[src/rtl/pmt_pkg.sv]
package pmt_pkg;
    typedef enum logic [1:0] {
        SEL_COUNT  = 2'd0,
        SEL_PERIOD = 2'd1,
        SEL_CTRL   = 2'd2
    } pmt_sel_e;

    typedef enum logic {
        TS_HALT = 1'b0,
        TS_RUN  = 1'b1
    } pmt_state_e;

    localparam int CTRL_W      = 8;
    localparam int RUN_BIT     = 2;
    localparam int POST_LO     = 3;
    localparam int POST_HI     = 6;
    localparam logic [CTRL_W-1:0] CTRL_MASK = 8'h7F;
endpackage

[src/rtl/pmt_prescaler.sv]
module pmt_prescaler #(
    parameter int CW = 4
) (
    input  logic       clk,
    input  logic       rst_n,
    input  logic       clr,
    input  logic       tick_in,
    input  logic       run,
    input  logic [1:0] ratio_sel,
    output logic       tick_out
);
    localparam logic [CW-1:0] LIM_1  = '0;
    localparam logic [CW-1:0] LIM_4  = CW'(3);
    localparam logic [CW-1:0] LIM_16 = CW'(15);

    logic [CW-1:0] cnt_q;
    logic [CW-1:0] lim;
    logic          step;

    always_comb begin
        if (ratio_sel[1])      lim = LIM_16;
        else if (ratio_sel[0]) lim = LIM_4;
        else                   lim = LIM_1;
    end

    assign step     = tick_in && run && !clr;
    assign tick_out = step && (cnt_q == lim);

    always_ff @(posedge clk) begin
        if (!rst_n || clr) begin
            cnt_q <= '0;
        end else if (step) begin
            cnt_q <= (cnt_q == lim) ? '0 : cnt_q + CW'(1);
        end
    end
endmodule

[src/rtl/pmt_postscaler.sv]
module pmt_postscaler #(
    parameter int NW = 4
) (
    input  logic          clk,
    input  logic          rst_n,
    input  logic          clr,
    input  logic          match_in,
    input  logic [NW-1:0] limit,
    output logic          fire
);
    logic [NW-1:0] cnt_q;

    assign fire = match_in && !clr && (cnt_q == limit);

    always_ff @(posedge clk) begin
        if (!rst_n || clr) begin
            cnt_q <= '0;
        end else if (match_in) begin
            cnt_q <= (cnt_q == limit) ? '0 : cnt_q + NW'(1);
        end
    end
endmodule

[src/rtl/pmt_timer.sv]
module pmt_timer
    import pmt_pkg::*;
#(
    parameter int DW     = 8,
    parameter int PRE_W  = 4,
    parameter int POST_W = 4
) (
    input  logic          clk,
    input  logic          rst_n,
    input  logic          tick_en,
    input  logic          wr_en,
    input  logic [1:0]    wr_sel,
    input  logic [DW-1:0] wr_data,
    input  logic          irq_clr,
    output logic [DW-1:0] count_o,
    output logic [DW-1:0] period_o,
    output logic [7:0]    ctrl_o,
    output logic          match_o,
    output logic          irq_o
);
    localparam logic [DW-1:0] PERIOD_RST = '1;

    pmt_state_e    state_q, state_d;
    logic [DW-1:0] count_q, period_q;
    logic [7:0]    ctrl_q;
    logic          match_q, irq_q;
    logic          wr_cnt, wr_per, wr_ctl, scaler_clr;
    logic          run, ptick, hit, fire, advance;

    assign wr_cnt     = wr_en && (wr_sel == SEL_COUNT);
    assign wr_per     = wr_en && (wr_sel == SEL_PERIOD);
    assign wr_ctl     = wr_en && (wr_sel == SEL_CTRL);
    assign scaler_clr = wr_cnt || wr_ctl;

    // state register
    always_ff @(posedge clk) begin
        if (!rst_n) state_q <= TS_HALT;
        else        state_q <= state_d;
    end

    // next state
    always_comb begin
        state_d = state_q;
        unique case (state_q)
            TS_HALT: if (wr_ctl && wr_data[RUN_BIT])  state_d = TS_RUN;
            TS_RUN:  if (wr_ctl && !wr_data[RUN_BIT]) state_d = TS_HALT;
        endcase
    end

    // state outputs
    always_comb begin
        unique case (state_q)
            TS_HALT: run = 1'b0;
            TS_RUN:  run = 1'b1;
        endcase
    end

    pmt_prescaler #(.CW(PRE_W)) u_pre (
        .clk       (clk),
        .rst_n     (rst_n),
        .clr       (scaler_clr),
        .tick_in   (tick_en),
        .run       (run),
        .ratio_sel (ctrl_q[1:0]),
        .tick_out  (ptick)
    );

    assign hit     = ptick && (count_q == period_q);
    assign advance = ptick && !hit;

    pmt_postscaler #(.NW(POST_W)) u_post (
        .clk      (clk),
        .rst_n    (rst_n),
        .clr      (scaler_clr),
        .match_in (hit),
        .limit    (ctrl_q[POST_HI:POST_LO]),
        .fire     (fire)
    );

    always_ff @(posedge clk) begin
        if (!rst_n) begin
            count_q  <= '0;
            period_q <= PERIOD_RST;
            ctrl_q   <= '0;
            match_q  <= 1'b0;
            irq_q    <= 1'b0;
        end else begin
            if (wr_cnt)       count_q <= wr_data;
            else if (hit)     count_q <= '0;
            else if (advance) count_q <= count_q + DW'(1);
            if (wr_per) period_q <= wr_data;
            if (wr_ctl) ctrl_q   <= wr_data[7:0] & CTRL_MASK;
            match_q <= hit;
            if (fire)         irq_q <= 1'b1;
            else if (irq_clr) irq_q <= 1'b0;
        end
    end

    assign count_o  = count_q;
    assign period_o = period_q;
    assign ctrl_o   = ctrl_q;
    assign match_o  = match_q;
    assign irq_o    = irq_q;
endmodule

[config.mk]
export PLATFORM = sky130hd
export DESIGN_NAME = pmt_timer
export DESIGN_NICKNAME = d
export VERILOG_FILES = /design/src/rtl/pmt_pkg.sv /design/src/rtl/pmt_prescaler.sv /design/src/rtl/pmt_postscaler.sv /design/src/rtl/pmt_timer.sv
export SDC_FILE = /design/constraint.sdc
export NUM_CORES = 1
export LEC_CHECK = 0
export ABC_CLOCK_PERIOD_IN_PS = 3700
export BUFFER_PORTS_ARGS = -buffer_cell sky130_fd_sc_hd__buf_2
export CORE_MARGIN = 5
export CORE_UTILIZATION = 47
export CTS_BUF_LIST = sky130_fd_sc_hd__clkbuf_16
export DETAILED_ROUTE_END_ITERATION = 8
export PLACE_DENSITY_LB_ADDON = 0.08
export RECOVER_POWER = 25
export SYNTH_ARGS = -nofsm -noshare
export SYNTH_HDL_FRONTEND = slang
export SYNTH_HIERARCHICAL = 1
export SYNTH_SLANG_ARGS = --single-unit
[constraint.sdc]
create_clock -name clk -period 3.7 [get_ports clk]
set_input_delay 0 -clock clk [delete_from_list [all_inputs] [get_ports clk]]
set_output_delay 0 -clock clk [all_outputs]
set_load 0.02 [all_outputs]
==> results.txt, run 1 <==
outcome = finished, violations left
via count = 1585
fin crit share = 79.8%
post_cts resized = 0
Routed Antenna Nets = 0
layout net count = 265
R2R Setup Slk = 750 ps
Crit-path slowest cell = nor3_4
HP Start = wr_data[2]
Final Instance Area = 2120 µm²
Routed WL = 4340 µm
yosys warns = 6
Final WS setup = 748 ps
initial core utilization = 47.7%
clk root buf = clkbuf_16
area of the core = 3610 µm²
post-placement setup slack = 794 ps
number of global-route vias before repair = 1439
Setup-failing EPs final = 0
Mapped Area = 1720 µm²
Final min period = 2950 ps
commonest cells after routing, fill and taps aside = buf_2 (38), nand2_1 (34), dfxtp_1 (33), nand3_1 (25), a21oi_1 (16)
layout cells sized above 1 = 21.9%
Ports = 41
initial drt markers = 89
drt wl/cell = 14.7 µm
Max-slew headroom = 37.0%
Area Growth Syn to Fin = 23.5%
syn nets = 222
endpoints failing hold = 1
die extent in x = 70.5 µm
max_cap viols = 0
commonest non-fill, non-tap cell in the layout = buf_2
#FFs+latches synth = 33
Hold Path Class = input port to register
fin. max-slew vios = 0
unrepaired setup endpoints after global routing = no
FF-to-FF Start = u_pre/cnt_q[0]$_SDFFE_PP0P_
fmax = 339 MHz
Cell Chain, Critical Path = or3_1 > a2111oi_2 > o21a_1 > nand2_1 > nor3_4 > nand4_1 > xor2_1 > a211oi_1
VDD IR max = 0.207 mV
Port Buffer Count = 39
Critical Path Fanout Max = 14
Die H = 70.5 µm
hpwl dp = 3030 µm
H-tree depth = 2
die area = 4970 µm²
Worst Tran Pin Value = 941 ps
GP Congestion = 0.744
commonest register cell after synthesis = dfxtp_1
violated checks = negative hold slack
final setup TNS = 0 ps
Leak = 0.882 nW
switching power = 0.203 mW
Pint = 0.643 mW
clock sinks = 33
Placed Area = 1930 µm²
Flop pwr share = 44.8%
WP buf/inv = 0
initial antenna violation count = 0
switch share = 24.0%
Cell Pwr Density = 398 nW/µm²
Setup crit start kind = register
CTS tree = done
Synth Instances = 204
register area share after synthesis = 38.4%
DRT Pass-1 Iters = 4
Yosys cell types = 46
Clock Skew = 6.98 ps
diode count = 0
GRT overflow = 0
clock share of power = 44.5%
total track usage = 17.9%
WHS Path Cells = 3
FFs w/ async S/R, synth = 0%
crit-path leading delay family = simple AND/OR/NAND/NOR gates
first-pass GRT wire length = 7100 µm
DR DRC count = 0
largest net degree at the start of global routing = 20
crit path from = u_pre/cnt_q[0]$_SDFFE_PP0P_
Avg Cell Area, Syn = 8.43 µm²
reg2reg path depth = 8
Worst Setup End Kind = register
Worst Path Arrival = 3130 ps
FILL cells = 339
EDFF count, synth = 0
clk buf depth = 2
WP data required = 3880 ps
Vias/cell = 5.37
Fin Hold WS = -1.44 ps
Min-Delay Endpoint = period_o[2]$_SDFFE_PN1P_
Worst path max stage delay = 540 ps
worst-skew pair later-pin latency = 270 ps
WS Path Type = register to register
clock slew at reported path FFs = 50 ps
Num CTS Buffers = 5
Crit Reg-Reg Endpoint = u_post/cnt_q[3]$_SDFFE_PP0P_
Comb power frac = 10.7%
Cell Rows = 22
-- layout make-up --
class	instances	area, µm²	area share (%)
flip-flops and latches	33	661	31.1
inverters	3	11.3	0.530
multi-input cells	158	998	47.0
clock inverters	2	7.51	0.353
repair buffers	46	262	12.3
clock buffers	5	125	5.89
well taps	48	60.1	2.83
-- tightest hold or removal path: cells and delay by family --
family        cells  cell delay, ps
simple gates      2             130
buf+inv           1             120
-- Yosys cell counts, drive strengths merged, types with 2 or more instances --
master,instances,area [µm²]
o21a,2,15.0
nor2,6,22.5
clkbuf,4,15.0
o32ai,4,42.6
a211oi,3,22.5
o31ai,4,30.0
ha,3,37.5
a21oi,16,80.1
dfxtp,33,661
nor3,3,31.3
inv,3,11.3
nand2b,4,25.0
xnor2,9,78.8
nand4,5,31.3
nand3,25,125
or3,2,12.5
buf,6,35.0
xor2,12,105
nand2,34,128
nor3b,5,42.5
-- registers in the layout, summed over array words and instances, names as in the netlist, named ones only --
signal	count
count_o	8
ctrl_o	6
irq_o	1
match_o	1
period_o	8
u_post/cnt_q	4
u_pre/cnt_q	4
-- worst max-delay path by stage --
stage,slack (ps),end,cells past startpoint
4_1_cts,780,u_post/cnt_q[3]$_SDFFE_PP0P_,8
2_1_floorplan,1380,irq_o$_SDFFE_PN0P_,9
3_3_place_gp,880,irq_o$_SDFFE_PN0P_,9
6_report,750,u_post/cnt_q[3]$_SDFFE_PP0P_,8
5_1_grt,590,u_post/cnt_q[3]$_SDFFE_PP0P_,8
3_5_place_dp,790,u_post/cnt_q[3]$_SDFFE_PP0P_,8
-- logic make-up (layout without fill, tap and decap cells) --
group | Yosys count | in the layout | synth area share, %
other cells | 1 | 1 | 0.218
simple gates | 95 | 95 | 29.2
compound gates | 36 | 36 | 14.5
mux | 2 | 2 | 1.24
flops | 33 | 33 | 38.4
buf+inv | 13 | 56 | 3.56
xor+xnor | 21 | 21 | 10.7
fa+ha+maj | 3 | 3 | 2.18
-- power by group through the flow --
stage / sequential (mW) / clock [mW] / combinational, mW
5_1_grt: 0.380 / 0.404 / 0.0986
4_1_cts: 0.379 / 0.387 / 0.0911
3_5_place_dp: 0.386 / 0 / 0.0857
6_report: 0.379 / 0.376 / 0.0903
2_1_floorplan: 0.396 / 0 / 0.0453
3_3_place_gp: 0.386 / 0 / 0.0859
-- routing by layer --
| layer | track usage (%) | wire [µm] | up-vias |
|---|---|---|---|
| li1 | - | - | 810 |
| met1 | 24.7 | 2070 | 738 |
| met2 | 26.7 | 2020 | 32 |
| met3 | 4.75 | 202 | 5 |
| met4 | 6.38 | 57 | 0 |
| met5 | 0 | 0 | - |
-- through the flow --
step	utilization (%)	std cells	total power, mW	hold WS [ps]
CTS	59.0	295	0.857	2.60
floorplan	-	204	0.441	124
finish	58.9	295	0.845	-1.44
global route	58.9	295	0.883	11.3
detailed placement	53.6	282	0.472	241
global placement	53.6	282	0.472	239
-- timing repair --
item	CTS	global route
hold endpoints to repair	8	0
buffers inserted	0	0
hold buffers	6	0
(Power assumes the default switching activity.)
==> run 2: changes to the inputs <==
--- a/config.mk
+++ b/config.mk
@@ -5,7 +5,7 @@
 export SDC_FILE = /design/constraint.sdc
 export NUM_CORES = 1
 export LEC_CHECK = 0
-export ABC_CLOCK_PERIOD_IN_PS = 3700
+export ABC_CLOCK_PERIOD_IN_PS = 2840
 export BUFFER_PORTS_ARGS = -buffer_cell sky130_fd_sc_hd__buf_2
 export CORE_MARGIN = 5
 export CORE_UTILIZATION = 47
==> constraint.sdc (replaced) <==
create_clock -name clk -period 2.84 [get_ports clk]
set_input_delay 0 -clock clk [delete_from_list [all_inputs] [get_ports clk]]
set_output_delay 0 -clock clk [all_outputs]
set_load 0.02 [all_outputs]
==> run 2 against run 1 <==
The run still ends with negative hold slack left. First-iteration DRC count grew 48%. Cell area grew 0.65%. Register-to-register slack lost 210 ps. Wire length grew 0.88%. Die area is the same. Sequential cell count is the same.
==> results.txt, run 2 (synthesis gave the netlist of run 1 again) <==
outcome = finished, violations left
violated checks = negative hold slack
area of the core = 3610 µm²
Num CTS Buffers = 5
max_cap viols = 0
hold buffer count at cts = 6
HP Start = wr_data[4]
hpwl dp = 3110 µm
commonest non-fill, non-tap cell in the layout = buf_2
Max-slew headroom = 37.4%
post_cts resized = 0
Setup Fix Bufs, Post-CTS = 0
fin crit share = 81.0%
diode count = 0
unrepaired setup endpoints after global routing = no
Final WS setup = 540 ps
Leak = 0.889 nW
FF-to-FF Start = u_pre/cnt_q[0]$_SDFFE_PP0P_
Setup-failing EPs final = 0
DRT Pass-1 Iters = 4
H-tree depth = 2
FILL cells = 335
Port Buffer Count = 39
Worst Path Arrival = 2510 ps
Worst Setup End Kind = register
Final min period = 2300 ps
first-pass GRT wire length = 7350 µm
DR DRC count = 0
number of global-route vias before repair = 1526
Hold Path Class = input port to register
clock sinks = 33
commonest cells after routing, fill and taps aside = buf_2 (37), nand2_1 (34), dfxtp_1 (33), nand3_1 (25), a21oi_1 (16)
Vias/cell = 5.41
overall power = 1.11 mW
WP data required = 3050 ps
clk root buf = clkbuf_16
total track usage = 18.7%
Die H = 70.5 µm
post-placement setup slack = 542 ps
R2R Setup Slk = 540 ps
CTS tree = done
WS Path Type = register to register
fmax = 435 MHz
die extent in x = 70.5 µm
die area = 4970 µm²
GRT overflow = 0
clock slew at reported path FFs = 50 ps
Worst Tran Pin Value = 934 ps
Ports = 41
initial core utilization = 47.7%
worst-skew pair later-pin latency = 270 ps
clk buf depth = 2
final setup TNS = 0 ps
WHS Path Cells = 3
Cell Pwr Density = 518 nW/µm²
Setup crit start kind = register
Critical Path Fanout Max = 7
Cell Rows = 22
initial antenna violation count = 0
Crit Reg-Reg Endpoint = irq_o$_SDFFE_PN0P_
Fin Hold WS = -5.06 ps
Routed WL = 4380 µm
fin. max-slew vios = 0
drt wl/cell = 14.7 µm
Routed Antenna Nets = 0
Area Growth Syn to Fin = 24.3%
largest net degree at the start of global routing = 20
Min-Delay Endpoint = period_o[4]$_SDFFE_PN1P_
endpoints failing hold = 1
GP Congestion = 0.825
VDD IR max = 0.358 mV
Clock Skew = 1.40 ps
via count = 1608
reg2reg path depth = 9
layout net count = 267
layout cells sized above 1 = 22.1%
initial drt markers = 132
-- run 2: worst max path at each step --
| stage | start | to | slack [ps] | depth (start not counted) |
|---|---|---|---|---|
| CTS | u_pre/cnt_q[0]$_SDFFE_PP0P_ | u_post/cnt_q[2]$_SDFFE_PP0P_ | 550 | 8 |
| global route | u_pre/cnt_q[0]$_SDFFE_PP0P_ | irq_o$_SDFFE_PN0P_ | 350 | 9 |
| detailed placement | u_pre/cnt_q[0]$_SDFFE_PP0P_ | u_post/cnt_q[3]$_SDFFE_PP0P_ | 540 | 8 |
| finish | u_pre/cnt_q[0]$_SDFFE_PP0P_ | irq_o$_SDFFE_PN0P_ | 540 | 9 |
| floorplan | ctrl_o[0]$_SDFFE_PN0P_ | irq_o$_SDFFE_PN0P_ | 520 | 9 |
| global placement | u_pre/cnt_q[0]$_SDFFE_PP0P_ | irq_o$_SDFFE_PN0P_ | 630 | 9 |
-- run 2: worst max-delay path, cell delays in order, from the launching register on --
cell,delay [ps]
dfxtp_1,370
or3_1,400
a2111oi_2,360
o21a_1,220
nand2_1,110
nor3_4,300
and2_4,210
and3b_1,150
a21oi_1,40
nor2_1,70
-- run 2: power breakdown --
part	internal (mW)	switching, mW	total, mW
clock	0.313	0.183	0.496
combinational	0.0478	0.0705	0.118
sequential	0.477	0.0166	0.494
-- run 2: area by class of cell --
class                           count  area [µm²]  area share, %
Tap cell                           48        60.1           2.81
Timing Repair Buffer               48         275           12.9
Clock buffer                        5         125           5.85
Multi-Input combinational cell    158         998           46.7
Sequential cell                    33         661           30.9
Inverter                            3        11.3          0.527
Clock inverter                      2        7.51          0.351
-- run 2: metal layers --
layer / vias to the layer above / routed length [µm] / part of all wire, % / GRT usage (%)
met5: - / 0 / 0 / 0
met4: 0 / 40 / 0.91 / 7.45
met3: 4 / 142 / 3.2 / 3.88
met2: 28 / 2060 / 47 / 29.1
met1: 766 / 2140 / 49 / 25.4
li1: 810 / - / - / -
-- run 2: metrics by stage --
stage	std cells	utilization (%)	area (µm²)
2_1_floorplan	204	-	1720
3_3_place_gp	284	54.0	1950
3_5_place_dp	284	54.0	1950
4_1_cts	297	59.4	2140
5_1_grt	297	59.3	2140
6_report	297	59.3	2140
==> run 3: changes to the inputs <==
--- a/config.mk
+++ b/config.mk
@@ -5,7 +5,7 @@
 export SDC_FILE = /design/constraint.sdc
 export NUM_CORES = 1
 export LEC_CHECK = 0
-export ABC_CLOCK_PERIOD_IN_PS = 2840
+export ABC_CLOCK_PERIOD_IN_PS = 2200
 export BUFFER_PORTS_ARGS = -buffer_cell sky130_fd_sc_hd__buf_2
 export CORE_MARGIN = 5
 export CORE_UTILIZATION = 47
==> constraint.sdc (replaced) <==
create_clock -name clk -period 2.2 [get_ports clk]
set_input_delay 0 -clock clk [delete_from_list [all_inputs] [get_ports clk]]
set_output_delay 0 -clock clk [all_outputs]
set_load 0.02 [all_outputs]
==> run 3 against run 2 <==
The run now ends clean. First-iteration DRC count down 35%. Via count grew 1.1%. Hold slack improved by 25 ps. Sequential power grew 29%. Sequential cell count is the same. Largest cell class unchanged. Highest routed layer unchanged.
==> results.txt, run 3 (synthesis gave the netlist of run 1 again) <==
total track usage = 18.4%
Fin Hold WS = 19.9 ps
initial drt markers = 86
via count = 1626
GRT overflow = 0
area of the core = 3610 µm²
layout cells sized above 1 = 20.3%
commonest cells after routing, fill and taps aside = nand2_1 (33), dfxtp_1 (32), buf_2 (25), nand3_1 (24), a21oi_1 (16)
reg2reg path depth = 9
final setup TNS = 0 ps
clock slew at reported path FFs = 50 ps
Worst Tran Pin Value = 541 ps
R2R Setup Slk = 140 ps
max_cap viols = 0
WP data required = 2410 ps
Crit Reg-Reg Endpoint = irq_o$_SDFFE_PN0P_
Worst Setup End Kind = register
clk root buf = clkbuf_16
fin crit share = 93.7%
Hold Path Class = input port to register
VDD IR max = 0.409 mV
Worst Path Arrival = 2270 ps
Critical Path Fanout Max = 6
Final Instance Area = 2210 µm²
Leak = 0.895 nW
Routed WL = 4320 µm
GP Congestion = 0.807
FF-to-FF Start = u_pre/cnt_q[0]$_SDFFE_PP0P_
die extent in x = 70.5 µm
Area Growth Syn to Fin = 28.3%
clock sinks = 33
drt wl/cell = 14.2 µm
Min-Delay Endpoint = u_pre/cnt_q[1]$_SDFFE_PP0P_
Final min period = 2060 ps
diode count = 0
WS Path Type = register to register
Setup-failing EPs final = 0
layout net count = 274
Vias/cell = 5.35
fmax = 485 MHz
hpwl dp = 3110 µm
Core Util, Final = 61.2%
CTS tree = done
commonest non-fill, non-tap cell in the layout = nand2_1
first-pass GRT wire length = 7330 µm
clk buf depth = 2
Ports = 41
largest net degree at the start of global routing = 20
endpoints failing hold = 0
DR DRC count = 0
Port Buffer Count = 39
Placed Area = 1980 µm²
initial core utilization = 47.7%
Num CTS Buffers = 5
HP Start = tick_en
Die H = 70.5 µm
number of global-route vias before repair = 1594
WHS Path Cells = 3
H-tree depth = 2
initial antenna violation count = 0
worst-skew pair later-pin latency = 280 ps
outcome = complete, no violations
Max-slew headroom = 63.8%
fin. max-slew vios = 0
die area = 4970 µm²
Setup crit start kind = register
DRT Pass-1 Iters = 4
Clock Skew = 5.10 ps
Cell Rows = 22
Routed Antenna Nets = 0
Cell Pwr Density = 648 nW/µm²
## run 3: worst max-delay path by stage
stage,startpoint,endpoint,slack (ps)
final,u_pre/cnt_q[0]$_SDFFE_PP0P_,irq_o$_SDFFE_PN0P_,140
after global routing,u_pre/cnt_q[0]$_SDFFE_PP0P_,u_post/cnt_q[3]$_SDFFE_PP0P_,-20
after CTS,u_pre/cnt_q[0]$_SDFFE_PP0P_,u_post/cnt_q[3]$_SDFFE_PP0P_,130
after detailed placement,u_pre/cnt_q[0]$_SDFFE_PP0P_,u_post/cnt_q[3]$_SDFFE_PP0P_,150
after global placement,u_pre/cnt_q[0]$_SDFFE_PP0P_,u_post/cnt_q[3]$_SDFFE_PP0P_,210
after floorplan,u_pre/cnt_q[0]$_SDFFE_PP0P_,irq_o$_SDFFE_PN0P_,50
## run 3: report_power, final
part	internal, mW	switching, mW	leakage (nW)
sequential	0.616	0.0200	0.269
combinational	0.0645	0.0941	0.558
clock	0.403	0.232	0.0685
total	1.08	0.346	0.895
## run 3: timing repair
action / 4_1_cts / 5_1_grt
endpoints found under the setup margin: 0 / 4
gates resized for setup: 0 / 3
hold endpoints to repair: 9 / 0
setup buffers: 0 / 1
hold buffers: 8 / 0
## run 3: critical path, stage by stage, from the launching register on
cell and delay (ps):
dfxtp_1 310, or3_4 390, a2111oi_4 290, o21a_1 190, nand2_2 80, nor3_4 240
and2_4 210, and3b_1 160, a21oi_1 40, nor2_1 70
## run 3: through the flow
stage	setup slack (ps)	std cells	total power, mW
floorplan	53.3	204	0.743
global placement	211	288	0.797
detailed placement	147	288	0.796
CTS	130	303	1.45
global route	-15.5	304	1.48
finish	140	304	1.43
## run 3: layer usage
| layer | vias to the layer above | share of wire [%] | GRT usage (%) |
|---|---|---|---|
| met5 | - | 0 | 0 |
| met4 | 0 | 1.7 | 6.60 |
| met3 | 9 | 6.2 | 5.04 |
| met2 | 47 | 45 | 29.2 |
| met1 | 741 | 47 | 23.8 |
| li1 | 829 | - | - |
## run 3: cell type report
type | instances | area (µm²)
Clock buffer | 5 | 125
Clock inverter | 2 | 7.51
Fill cell | 358 | 1400
Inverter | 3 | 11.3
Multi-Input combinational cell | 158 | 1020
Sequential cell | 33 | 662
Tap cell | 48 | 60.1
Timing Repair Buffer | 55 | 318
